$ cat src/rtl/auto_sport_pkg.sv
package auto_sport_pkg;
  typedef enum logic {
    ORDER_MSB = 1'b0,
    ORDER_LSB = 1'b1
  } bit_order_e;

  // Serial input vector positions after synchronization
  localparam int unsigned SIN_DIN  = 0;
  localparam int unsigned SIN_DIO  = 1;
  localparam int unsigned SIN_CSN  = 2;
  localparam int unsigned SIN_SCLK = 3;
  localparam int unsigned SIN_W    = 4;
endpackage

$ cat src/rtl/auto_sport_sync.sv
module auto_sport_sync #(
  parameter int unsigned      WIDTH   = 1,
  parameter int unsigned      STAGES  = 2,
  parameter logic [WIDTH-1:0] RST_VAL = '0
) (
  input  logic             clk_i,
  input  logic             rst_ni,
  input  logic [WIDTH-1:0] d_i,
  output logic [WIDTH-1:0] q_o
);
  for (genvar g = 0; g < STAGES; g++) begin : g_stage
    logic [WIDTH-1:0] q;
    if (g == 0) begin : g_first
      always_ff @(posedge clk_i or negedge rst_ni)
        if (!rst_ni) q <= RST_VAL;
        else         q <= d_i;
    end else begin : g_next
      always_ff @(posedge clk_i or negedge rst_ni)
        if (!rst_ni) q <= RST_VAL;
        else         q <= g_stage[g-1].q;
    end
  end

  assign q_o = g_stage[STAGES-1].q;
endmodule

$ cat src/rtl/auto_sport_rx.sv
module auto_sport_rx
  import auto_sport_pkg::*;
#(
  parameter int unsigned DATA_W = 8,
  parameter int unsigned ADDR_W = 6,
  parameter int unsigned CNT_W  = 5
) (
  input  logic              clk_i,
  input  logic              rst_ni,
  input  logic              sclk_s_i,
  input  logic              cs_n_s_i,
  input  logic              dio_s_i,
  input  logic              din_s_i,
  input  logic              sclk_rise_i,
  input  logic              cs_fall_i,
  output logic              active_o,
  output logic              mode_lsb_o,
  output logic              cmd_rd_o,
  output logic [CNT_W-1:0]  bit_cnt_o,
  output logic              reg_we_o,
  output logic              reg_re_o,
  output logic [ADDR_W-1:0] reg_addr_o,
  output logic [DATA_W-1:0] reg_wdata_o
);
  localparam int unsigned FRAME_BITS = 2 * DATA_W;
  localparam logic [CNT_W-1:0] CNT_CMD_LAST = CNT_W'(DATA_W - 1);
  localparam logic [CNT_W-1:0] CNT_DAT_LAST = CNT_W'(FRAME_BITS - 1);
  localparam logic [CNT_W-1:0] CNT_FULL     = CNT_W'(FRAME_BITS);

  bit_order_e        order_q;
  logic              active_q, cmd_rd_q, we_q, re_q;
  logic [CNT_W-1:0]  cnt_q;
  logic [DATA_W-1:0] sr_q, sr_nxt, wdata_q;
  logic [ADDR_W-1:0] addr_q;
  logic              rx_bit;

  assign rx_bit = (order_q == ORDER_LSB) ? dio_s_i : din_s_i;
  assign sr_nxt = (order_q == ORDER_LSB) ? {rx_bit, sr_q[DATA_W-1:1]}
                                         : {sr_q[DATA_W-2:0], rx_bit};

  always_ff @(posedge clk_i or negedge rst_ni) begin
    if (!rst_ni) begin
      order_q  <= ORDER_MSB;
      active_q <= 1'b0;
      cmd_rd_q <= 1'b0;
      cnt_q    <= '0;
      sr_q     <= '0;
      addr_q   <= '0;
      wdata_q  <= '0;
      we_q     <= 1'b0;
      re_q     <= 1'b0;
    end else begin
      we_q <= 1'b0;
      re_q <= 1'b0;
      if (cs_n_s_i) begin
        active_q <= 1'b0;
      end else if (cs_fall_i) begin
        active_q <= 1'b1;
        order_q  <= sclk_s_i ? ORDER_LSB : ORDER_MSB;
        cnt_q    <= '0;
        cmd_rd_q <= 1'b0;
      end else if (active_q && sclk_rise_i && cnt_q != CNT_FULL) begin
        sr_q  <= sr_nxt;
        cnt_q <= cnt_q + 1'b1;
        if (cnt_q == CNT_CMD_LAST) begin
          cmd_rd_q <= sr_nxt[DATA_W-1];
          addr_q   <= sr_nxt[ADDR_W-1:0];
          re_q     <= sr_nxt[DATA_W-1];
        end
        // commit only once the whole frame is in
        if (cnt_q == CNT_DAT_LAST && !cmd_rd_q) begin
          wdata_q <= sr_nxt;
          we_q    <= 1'b1;
        end
      end
    end
  end

  assign active_o    = active_q;
  assign mode_lsb_o  = (order_q == ORDER_LSB);
  assign cmd_rd_o    = cmd_rd_q;
  assign bit_cnt_o   = cnt_q;
  assign reg_we_o    = we_q;
  assign reg_re_o    = re_q;
  assign reg_addr_o  = addr_q;
  assign reg_wdata_o = wdata_q;
endmodule

$ cat src/rtl/auto_sport_tx.sv
module auto_sport_tx #(
  parameter int unsigned DATA_W = 8,
  parameter int unsigned CNT_W  = 5
) (
  input  logic              clk_i,
  input  logic              rst_ni,
  input  logic              active_i,
  input  logic              mode_lsb_i,
  input  logic              cmd_rd_i,
  input  logic [CNT_W-1:0]  bit_cnt_i,
  input  logic              sclk_fall_i,
  input  logic              load_i,
  input  logic [DATA_W-1:0] rdata_i,
  output logic              dio_o,
  output logic              dio_oe_o
);
  localparam logic [CNT_W-1:0] CNT_DAT_FIRST = CNT_W'(DATA_W);
  localparam logic [CNT_W-1:0] CNT_FULL      = CNT_W'(2 * DATA_W);

  logic [DATA_W-1:0] sr_q;
  logic              dout_q, oe_q, shift_en;

  assign shift_en = sclk_fall_i && cmd_rd_i &&
                    bit_cnt_i >= CNT_DAT_FIRST && bit_cnt_i < CNT_FULL;

  always_ff @(posedge clk_i or negedge rst_ni) begin
    if (!rst_ni) begin
      sr_q   <= '0;
      dout_q <= 1'b0;
      oe_q   <= 1'b0;
    end else if (!active_i) begin
      dout_q <= 1'b0;
      oe_q   <= 1'b0;
    end else begin
      if (load_i) begin
        sr_q <= rdata_i;
      end else if (shift_en) begin
        dout_q <= mode_lsb_i ? sr_q[0] : sr_q[DATA_W-1];
        sr_q   <= mode_lsb_i ? (sr_q >> 1) : (sr_q << 1);
        oe_q   <= 1'b1;
      end
      // split-pin mode owns the transmit pin for the whole transaction
      if (!mode_lsb_i) oe_q <= 1'b1;
    end
  end

  assign dio_o    = dout_q;
  assign dio_oe_o = oe_q;
endmodule

$ cat src/rtl/auto_sport.sv
module auto_sport
  import auto_sport_pkg::*;
#(
  parameter int unsigned DATA_W      = 8,
  parameter int unsigned ADDR_W      = 6,
  parameter int unsigned SYNC_STAGES = 2
) (
  input  logic              clk_i,
  input  logic              rst_ni,
  input  logic              sclk_i,
  input  logic              cs_ni,
  input  logic              dio_i,
  input  logic              din_i,
  output logic              dio_o,
  output logic              dio_oe_o,
  output logic              reg_we_o,
  output logic              reg_re_o,
  output logic [ADDR_W-1:0] reg_addr_o,
  output logic [DATA_W-1:0] reg_wdata_o,
  input  logic [DATA_W-1:0] reg_rdata_i
);
  localparam int unsigned FRAME_BITS = 2 * DATA_W;
  localparam int unsigned CNT_W      = $clog2(FRAME_BITS + 1);
  localparam logic [SIN_W-1:0] SIN_IDLE = SIN_W'(1) << SIN_CSN;

  logic [SIN_W-1:0] sin_raw, sin_s;
  logic             sclk_q, csn_q;
  logic             sclk_rise, sclk_fall, cs_fall;
  logic             active, mode_lsb, cmd_rd;
  logic [CNT_W-1:0] bit_cnt;

  always_comb begin
    sin_raw           = '0;
    sin_raw[SIN_SCLK] = sclk_i;
    sin_raw[SIN_CSN]  = cs_ni;
    sin_raw[SIN_DIO]  = dio_i;
    sin_raw[SIN_DIN]  = din_i;
  end

  auto_sport_sync #(
    .WIDTH  (SIN_W),
    .STAGES (SYNC_STAGES),
    .RST_VAL(SIN_IDLE)
  ) u_sync (
    .clk_i (clk_i),
    .rst_ni(rst_ni),
    .d_i   (sin_raw),
    .q_o   (sin_s)
  );

  always_ff @(posedge clk_i or negedge rst_ni) begin
    if (!rst_ni) begin
      sclk_q <= 1'b0;
      csn_q  <= 1'b1;
    end else begin
      sclk_q <= sin_s[SIN_SCLK];
      csn_q  <= sin_s[SIN_CSN];
    end
  end

  assign sclk_rise = sin_s[SIN_SCLK] & ~sclk_q;
  assign sclk_fall = ~sin_s[SIN_SCLK] & sclk_q;
  assign cs_fall   = ~sin_s[SIN_CSN] & csn_q;

  auto_sport_rx #(
    .DATA_W(DATA_W),
    .ADDR_W(ADDR_W),
    .CNT_W (CNT_W)
  ) u_rx (
    .clk_i      (clk_i),
    .rst_ni     (rst_ni),
    .sclk_s_i   (sin_s[SIN_SCLK]),
    .cs_n_s_i   (sin_s[SIN_CSN]),
    .dio_s_i    (sin_s[SIN_DIO]),
    .din_s_i    (sin_s[SIN_DIN]),
    .sclk_rise_i(sclk_rise),
    .cs_fall_i  (cs_fall),
    .active_o   (active),
    .mode_lsb_o (mode_lsb),
    .cmd_rd_o   (cmd_rd),
    .bit_cnt_o  (bit_cnt),
    .reg_we_o   (reg_we_o),
    .reg_re_o   (reg_re_o),
    .reg_addr_o (reg_addr_o),
    .reg_wdata_o(reg_wdata_o)
  );

  auto_sport_tx #(
    .DATA_W(DATA_W),
    .CNT_W (CNT_W)
  ) u_tx (
    .clk_i      (clk_i),
    .rst_ni     (rst_ni),
    .active_i   (active),
    .mode_lsb_i (mode_lsb),
    .cmd_rd_i   (cmd_rd),
    .bit_cnt_i  (bit_cnt),
    .sclk_fall_i(sclk_fall),
    .load_i     (reg_re_o),
    .rdata_i    (reg_rdata_i),
    .dio_o      (dio_o),
    .dio_oe_o   (dio_oe_o)
  );
endmodule

$ cat config.mk
export PLATFORM = sky130hd
export DESIGN_NAME = auto_sport
export DESIGN_NICKNAME = d
export VERILOG_FILES = /design/src/rtl/auto_sport_pkg.sv /design/src/rtl/auto_sport_sync.sv /design/src/rtl/auto_sport_rx.sv /design/src/rtl/auto_sport_tx.sv /design/src/rtl/auto_sport.sv
export SDC_FILE = /design/constraint.sdc
export NUM_CORES = 1
export LEC_CHECK = 0
export BUFFER_PORTS_ARGS = -buffer_cell sky130_fd_sc_hd__buf_4
export CORE_ASPECT_RATIO = 2
export CORE_UTILIZATION = 57
export DETAILED_ROUTE_END_ITERATION = 12
export GPL_ROUTABILITY_DRIVEN = 0
export MAX_ROUTING_LAYER = met4
export PLACE_DENSITY_LB_ADDON = 0.15
export RECOVER_POWER = 100
export SETUP_SLACK_MARGIN = 0.3
export SYNTH_ARGS = -nofsm -noshare
export SYNTH_HDL_FRONTEND = slang
export SYNTH_HIERARCHICAL = 1
export SYNTH_SLANG_ARGS = --single-unit
export TNS_END_PERCENT = 10
$ cat constraint.sdc
create_clock -name clk_i -period 2.2 [get_ports clk_i]
set_input_delay 0.33 -clock clk_i [delete_from_list [all_inputs] [get_ports clk_i]]
set_output_delay 0.33 -clock clk_i [all_outputs]
set_load 0.02 [all_outputs]
==> results.toml, run 1 <==
[status]
run_status = "finished clean"

[pwr]
p_seq_share_pct = 53.8
ir_worst_vdd_uv = 579
sw_frac_of_total_pct = 23.9
comb_power_share_pct = 10.6
p_clk_share_pct = 35.6
power.internal_mw = 1.43
leakagePower_nw = 1.29
switching_power_mw = 0.447
p_per_area_nw_per_um2 = 670

[setup_path]
critPathLaunchType = "flop"
crit_buf_inv = 2
slowest_delay_ns = 0.36
crit_type = "flop to flop"
critPathCaptureType = "flop"
timing.critical_path.mode_cell = "ha_1"
crit_fanout = 9
critical-path-top-delay-family = "simple AND/OR/NAND/NOR gates"
cp.arrival_ns = 2.14
critPathSlowestCell = "dfrtp_1"
critical_path_required_ns = 2.39
path_cells = "buf_4, ha_1, and3_1, ha_1, nand2b_1, nor4_4, buf_6, mux2_2"

[hold_path]
min_path_type = "input port to flop"

[logic_synthesis]
netlist_instances = 183
synth-seq-cells = 52
synth_cell_types = 48
avgSynthCellArea_um2 = 13.3
yosys_warnings = 6
synth_async_sr_flop_share_pct = 100
synth_top_flop_cell = "dfrtp_1"
syn_area_um2 = 2440
syn-num-nets = 200
ys_seq_area_share_pct = 53.6
synth_edf_count = 0

[cells_and_area]
final_common_cell = "dfrtp_1"
fill_cells = 315
finalCoreUtilization_pct = 68.4
diodes = 0
synthToLayoutAreaGrowth_pct = 14.8
nets = 242
final_cell_mix = "dfrtp_1 (49), mux2_2 (33), clkbuf_1 (19)"
stdcell_area_um2 = 2800
drive_above_1_share_pct = 34.1

[global_routing]
grt_max_degree = 53
grt.total_usage_pct = 25.4
grt_pass1_vias = 1769
grt_pass1_wl_um = 7950
overflow = 0
antenna_found_initial = 0

[clock_tree]
clk_latency_ns = 0.31
clkSlewWorstSetupHoldPaths_ns = 0.09
cts_tree = "built"
cts.sinks = 52
root_buffer = "clkbuf_8"
cts_buffers = 5
cts_hold_buf = 0
cts-htree-levels = 2
cts_max_path_buffers = 2

[floorplan]
num_io_pins = 32
fp-row-count = 33
core_area_um2 = 4090
die_width_um = 48.2
initial_utilization_pct = 59.6
die_y_um = 94.5
die_area_um2 = 4550

[placement]
place_area_um2 = 2740
portBuffers = 31
dp_hpwl_um = 3620
pre_cts_slack_ns = -0.203

[detailed_routing]
ant_nets = 0
drt_iter0_markers = 49
vias = 1659
dr.pass1.iters = 4
vias_per_cell = 5.97
wl_per_cell_um = 18.1
drc = 0
wl_um = 5030

[flow_run]
drv_cap = 0

[timing]
final.setup.tns_ns = 0
fmaxAchievable_ghz = 0.513
hold_viol_final = 0
worstMarginPinSlew_ns = 1.25
post-route-period-util_pct = 88.7
relSlewSlack_pct = 16.4
rsz0062_at_grt = "yes"
fin_ws_ns = 0.249
worst_clock_skew_ns = 0.0101
min_period_ns = 1.95
drv_slew = 0
setup_viol = 0
hold-worst-slack_ns = 0.134
## power by group through the flow
stage / Sequential, mW / Combinational [mW] / Clock [mW]
floorplan: 1.03 / 0.122 / 0
global placement: 1.02 / 0.192 / 0
detailed placement: 1.03 / 0.197 / 0
CTS: 1.01 / 0.203 / 0.682
global route: 1.01 / 0.215 / 0.718
finish: 1.01 / 0.199 / 0.667
## worst register-to-register path, stage by stage, from the launching register on
cell and delay [ns]:
dfrtp_1 0.36, buf_4 0.13, ha_1 0.23, and3_1 0.19, ha_1 0.15, nand2b_1 0.10
nor4_4 0.16, buf_6 0.18, mux2_2 0.34
## area by class of cell
class / instances / area, um^2 / share of cell area (%)
clock buffer: 5 / 68.8 / 2.46
clock inverter: 3 / 46.3 / 1.66
inverter: 8 / 30.0 / 1.07
multi-input combinational: 114 / 1020 / 36.5
sequential: 52 / 1310 / 46.7
tap: 52 / 65.1 / 2.33
timing repair buffer: 44 / 260 / 9.31
## path summary, 6_finish.rpt
path / start / to / slack (ns) / depth (start not counted)
max in group asynchronous: rst_ni / u_rx/bit_cnt_o[1]$_DFFE_PN0P_ / 1.16 / 1
min reg2reg: u_sync/g_stage[0].q[0]$_DFF_PN0_ / u_sync/q_o[0]$_DFF_PN0_ / 0.36 / 0
max: u_rx/bit_cnt_o[0]$_DFFE_PN0P_ / u_rx/reg_wdata_o[0]$_DFFE_PN0P_ / 0.25 / 8
min: cs_ni / u_sync/g_stage[0].q[2]$_DFF_PN1_ / 0.13 / 1
min in group asynchronous: rst_ni / u_tx/sr_q[5]$_DFFE_PN0P_ / 0.27 / 1
max reg2reg: u_rx/bit_cnt_o[0]$_DFFE_PN0P_ / u_rx/reg_wdata_o[0]$_DFFE_PN0P_ / 0.25 / 8
## stage by stage
| step | total power, mW | std cells |
|---|---|---|
| 6_report | 1.87 | 278 |
| 5_1_grt | 1.94 | 278 |
| 4_1_cts | 1.89 | 278 |
| 3_5_place_dp | 1.22 | 268 |
| 3_3_place_gp | 1.22 | 268 |
| 2_1_floorplan | 1.15 | 183 |
## cell usage after synthesis (2+ instances only)
| cell | number | share of area (%) |
|---|---|---|
| nand2_1 | 2 | 0.31 |
| mux2_2 | 33 | 15 |
| a211oi_1 | 3 | 0.92 |
| o31ai_1 | 4 | 1.2 |
| o211ai_1 | 2 | 0.62 |
| nor3_1 | 9 | 1.8 |
| ha_1 | 3 | 1.5 |
| buf_4 | 2 | 0.62 |
| nand2b_1 | 6 | 1.5 |
| dfrtp_1 | 49 | 50 |
| nor2_1 | 4 | 0.62 |
| dfstp_2 | 3 | 3.2 |
| a21oi_1 | 3 | 0.62 |
| o22ai_1 | 6 | 1.5 |
| nor3b_1 | 2 | 0.62 |
| buf_6 | 3 | 1.4 |
| nor2b_1 | 2 | 0.51 |
| inv_1 | 8 | 1.2 |
| nor4_4 | 2 | 1.7 |
| mux2_4 | 3 | 1.8 |
| a2bb2oi_1 | 3 | 1.1 |
| mux2i_1 | 2 | 0.82 |
| nor4_1 | 4 | 1.0 |
## what timing repair did
action                     4_1_cts  5_1_grt
setup endpoints to repair       29       14
resized for setup                3        1
setup buffers                    2        0
pin swaps                        1        0
## layer usage
metal	GRT usage, %	part of all wire [%]
met5	-	0
met4	10.2	2.3
met3	4.02	3.3
met2	46.6	58
met1	23.9	36
## state kept, by name, indices dropped and copies added (netlist names), 4 cells and up
register          count
u_rx/reg_addr_o       6
u_sync/g_stage.q      4
u_rx/bit_cnt_o        5
u_sync/q_o            4
u_rx/reg_wdata_o      8
u_rx/sr_q             8
u_tx/sr_q             8
## logic make-up (layout without fill, tap and decap cells)
family / Yosys count / after routing / share of synthesized area [%]
flip-flops: 52 / 52 / 53.6
AND/OR/NAND/NOR: 42 / 42 / 13.1
multiplexers: 39 / 39 / 18.4
AO/OA/AOI/OAI: 30 / 30 / 9.04
buffers and inverters: 17 / 60 / 4.31
adder cells (fa/ha/maj): 3 / 3 / 1.54
No activity file was read; power rests on OpenSTA's default activity.
==> inputs of run 2 (changes only) <==
--- a/config.mk
+++ b/config.mk
@@ -16,6 +16,5 @@
 export SETUP_SLACK_MARGIN = 0.3
 export SYNTH_ARGS = -nofsm -noshare
 export SYNTH_HDL_FRONTEND = slang
-export SYNTH_HIERARCHICAL = 1
 export SYNTH_SLANG_ARGS = --single-unit
 export TNS_END_PERCENT = 10
==> run 2 against run 1 <==
Clock power fell by 16%. Non-clock buffer count down 8. Register-to-register slack better by 0.03 ns. Global-route usage fell by 1.8 points. Combinational power fell by 14%. Largest power group unchanged. Setup slack improved by 0.027 ns. Power decreased by 6.6%. Sequential power about the same.
==> results.toml, run 2 <==
[logic_synthesis]
synthSimpleGateAreaFrac_pct = 12.9
synth_top_area_share_pct = 51.2
synth_fa_ha_area_share_pct = 1.57
synth_top_family_by_area = "multiplexers"
synth-seq-cells = 52
syn-num-nets = 206
yosys-top-cells-area = "dfrtp_1 (51%), mux2_2 (18%), dfstp_2 (3.3%)"
yosys_warnings = 0
muxShareOfSynthArea_pct = 17.9
synth_edf_count = 0
synth-compound-area-share_pct = 8.88
yosysMostFrequentCell = "dfrtp_1"
ys_seq_area_share_pct = 54.5
netlist_instances = 189
synth_top_flop_cell = "dfrtp_1"
syn_area_um2 = 2390
synth_async_sr_flop_share_pct = 100
synth_area_leader_cell = "dfrtp_1"
ys_top_cells_by_count = "dfrtp_1 (49), mux2_2 (38), nor2_1 (12)"
synth_cell_types = 41
avgSynthCellArea_um2 = 12.7
synth_xor_area_share_pct = 0

[setup_path]
critical_path_required_ns = 2.39
r2r_slack_ns = 0.28
rr_startpoint = "u_rx.bit_cnt_o[1]$_DFFE_PN0P_"
cp.arrival_ns = 2.12
crit_fanout = 9
timing.rr.end = "u_rx.reg_wdata_o[1]$_DFFE_PN0P_"
crit_type = "flop to flop"
reg2reg_depth = 6
critPathLaunchType = "flop"
critPathCaptureType = "flop"

[clock_tree]
cts.sinks = 52
cts_tree = "built"
cts_buffers = 5
cts-htree-levels = 2
root_buffer = "clkbuf_8"
clkSlewWorstSetupHoldPaths_ns = 0.09
clk_latency_ns = 0.31
cts_max_path_buffers = 2

[hold_path]
min_from = "cs_ni"
hold-path-cell-count = 1
worstHoldEndpoint = "u_sync.g_stage[0].q[2]$_DFF_PN1_"
min_path_type = "input port to flop"

[floorplan]
num_io_pins = 32
initial_utilization_pct = 59.2
die_width_um = 47.8
die_area_um2 = 4480
die_y_um = 93.7
core_area_um2 = 4050
fp-row-count = 33

[global_routing]
overflow = 0
grt_pass1_wl_um = 7300
grt_pass1_vias = 1644
grt_max_degree = 53
grt.total_usage_pct = 23.7
antenna_found_initial = 0

[detailed_routing]
drc = 0
vias_per_cell = 6.16
ant_nets = 0
dr.pass1.iters = 4
wl_um = 4870
wl_per_cell_um = 17.8
drt_iter0_markers = 37
vias = 1687

[status]
run_status = "finished clean"

[cells_and_area]
diodes = 0
final_common_cell = "dfrtp_1"
fin_cells = 274
nets = 238
drive_above_1_share_pct = 30.2
synthToLayoutAreaGrowth_pct = 12.7
final_cell_mix = "dfrtp_1 (49), mux2_2 (38), clkbuf_1 (20)"

[timing]
hold_viol_final = 0
post-route-period-util_pct = 87.4
worst_clock_skew_ns = 0.00991
final.setup.tns_ns = 0
setup_viol = 0
relSlewSlack_pct = 16.9
drv_slew = 0
fmaxAchievable_ghz = 0.520
worstMarginPinSlew_ns = 1.25
rsz0062_at_grt = "yes"
min_period_ns = 1.92

[placement]
placedCellCount = 265
portBuffers = 31
dp_hpwl_um = 3490

[pwr]
ir_worst_vdd_uv = 549
p_per_area_nw_per_um2 = 648
leakagePower_nw = 1.24

[flow_run]
drv_cap = 0
run 2: worst max-delay path: stages (launching register included):
cell and delay, ns:
dfrtp_1 0.41, ha_1 0.22, and3_1 0.17, ha_1 0.16, nor2b_1 0.26, nand4_4 0.24, mux2_2 0.34
run 2: layer usage:
layer | part of all wire (%) | global-route usage (%) | wire length (um)
met1 | 37 | 23.9 | 1810
met2 | 56 | 40.2 | 2750
met3 | 3.0 | 4.23 | 148
met4 | 3.3 | 12.7 | 160
met5 | 0 | - | 0
run 2: how the worst max path moves through the flow:
stage,startpoint,endpoint,slack (ns),cells past startpoint
after floorplan,u_rx.bit_cnt_o[0]$_DFFE_PN0P_,u_rx.reg_wdata_o[0]$_DFFE_PN0P_,0.51,6
after global placement,u_rx.bit_cnt_o[1]$_DFFE_PN0P_,u_rx.reg_wdata_o[7]$_DFFE_PN0P_,0.37,6
after detailed placement,u_rx.bit_cnt_o[1]$_DFFE_PN0P_,u_rx.reg_wdata_o[1]$_DFFE_PN0P_,0.31,6
after CTS,u_rx.bit_cnt_o[0]$_DFFE_PN0P_,u_rx.sr_q[0]$_DFFE_PN0P_,0.33,5
after global routing,u_rx.bit_cnt_o[1]$_DFFE_PN0P_,u_rx.reg_wdata_o[1]$_DFFE_PN0P_,0.21,6
final,u_rx.bit_cnt_o[1]$_DFFE_PN0P_,u_rx.reg_wdata_o[1]$_DFFE_PN0P_,0.28,6
run 2: metrics by stage:
| step | hold slack, ns | util [%] | power (mW) | cell area, um^2 | setup WS [ns] |
|---|---|---|---|---|---|
| 6_report | 0.135 | 66.7 | 1.75 | 2700 | 0.277 |
| 5_1_grt | 0.119 | 66.7 | 1.81 | 2700 | 0.214 |
| 4_1_cts | 0.0630 | 68.2 | 1.77 | 2760 | 0.333 |
| 3_5_place_dp | 0.344 | 65.6 | 1.21 | 2650 | 0.310 |
| 3_3_place_gp | 0.333 | 65.6 | 1.19 | 2650 | 0.375 |
| 2_1_floorplan | 0.0344 | - | 1.14 | 2390 | 0.512 |
run 2: power by group:
part	leakage (nW)	switching (mW)	internal, mW
sequential	0.685	0.0287	0.990
combinational	0.512	0.0931	0.0781
clock	0.0445	0.304	0.256
total	1.24	0.426	1.32
run 2: final cells by class:
class | count | area, um^2
clock buffer | 7 | 86.3
clock inverter | 1 | 7.51
fill | 353 | 1350
inverter | 9 | 33.8
multi-input combinational | 117 | 992
sequential | 52 | 1310
tap | 52 | 65.1
timing repair buffer | 36 | 209
run 2: cell families after synthesis:
kind of cell,after synthesis
AOI/OAI and AO/OA,27
muxes,38
DFF,52
buffers and inverters,20
and+or+nand+nor,49
adders and majority gates,3
run 2: repair_timing:
item	CTS	global route
hold buffers	0	0
endpoints found under the setup margin	8	13
pin swaps	0	1
gates cloned	0	0
buffers inserted	0	1
gates resized for setup	2	0
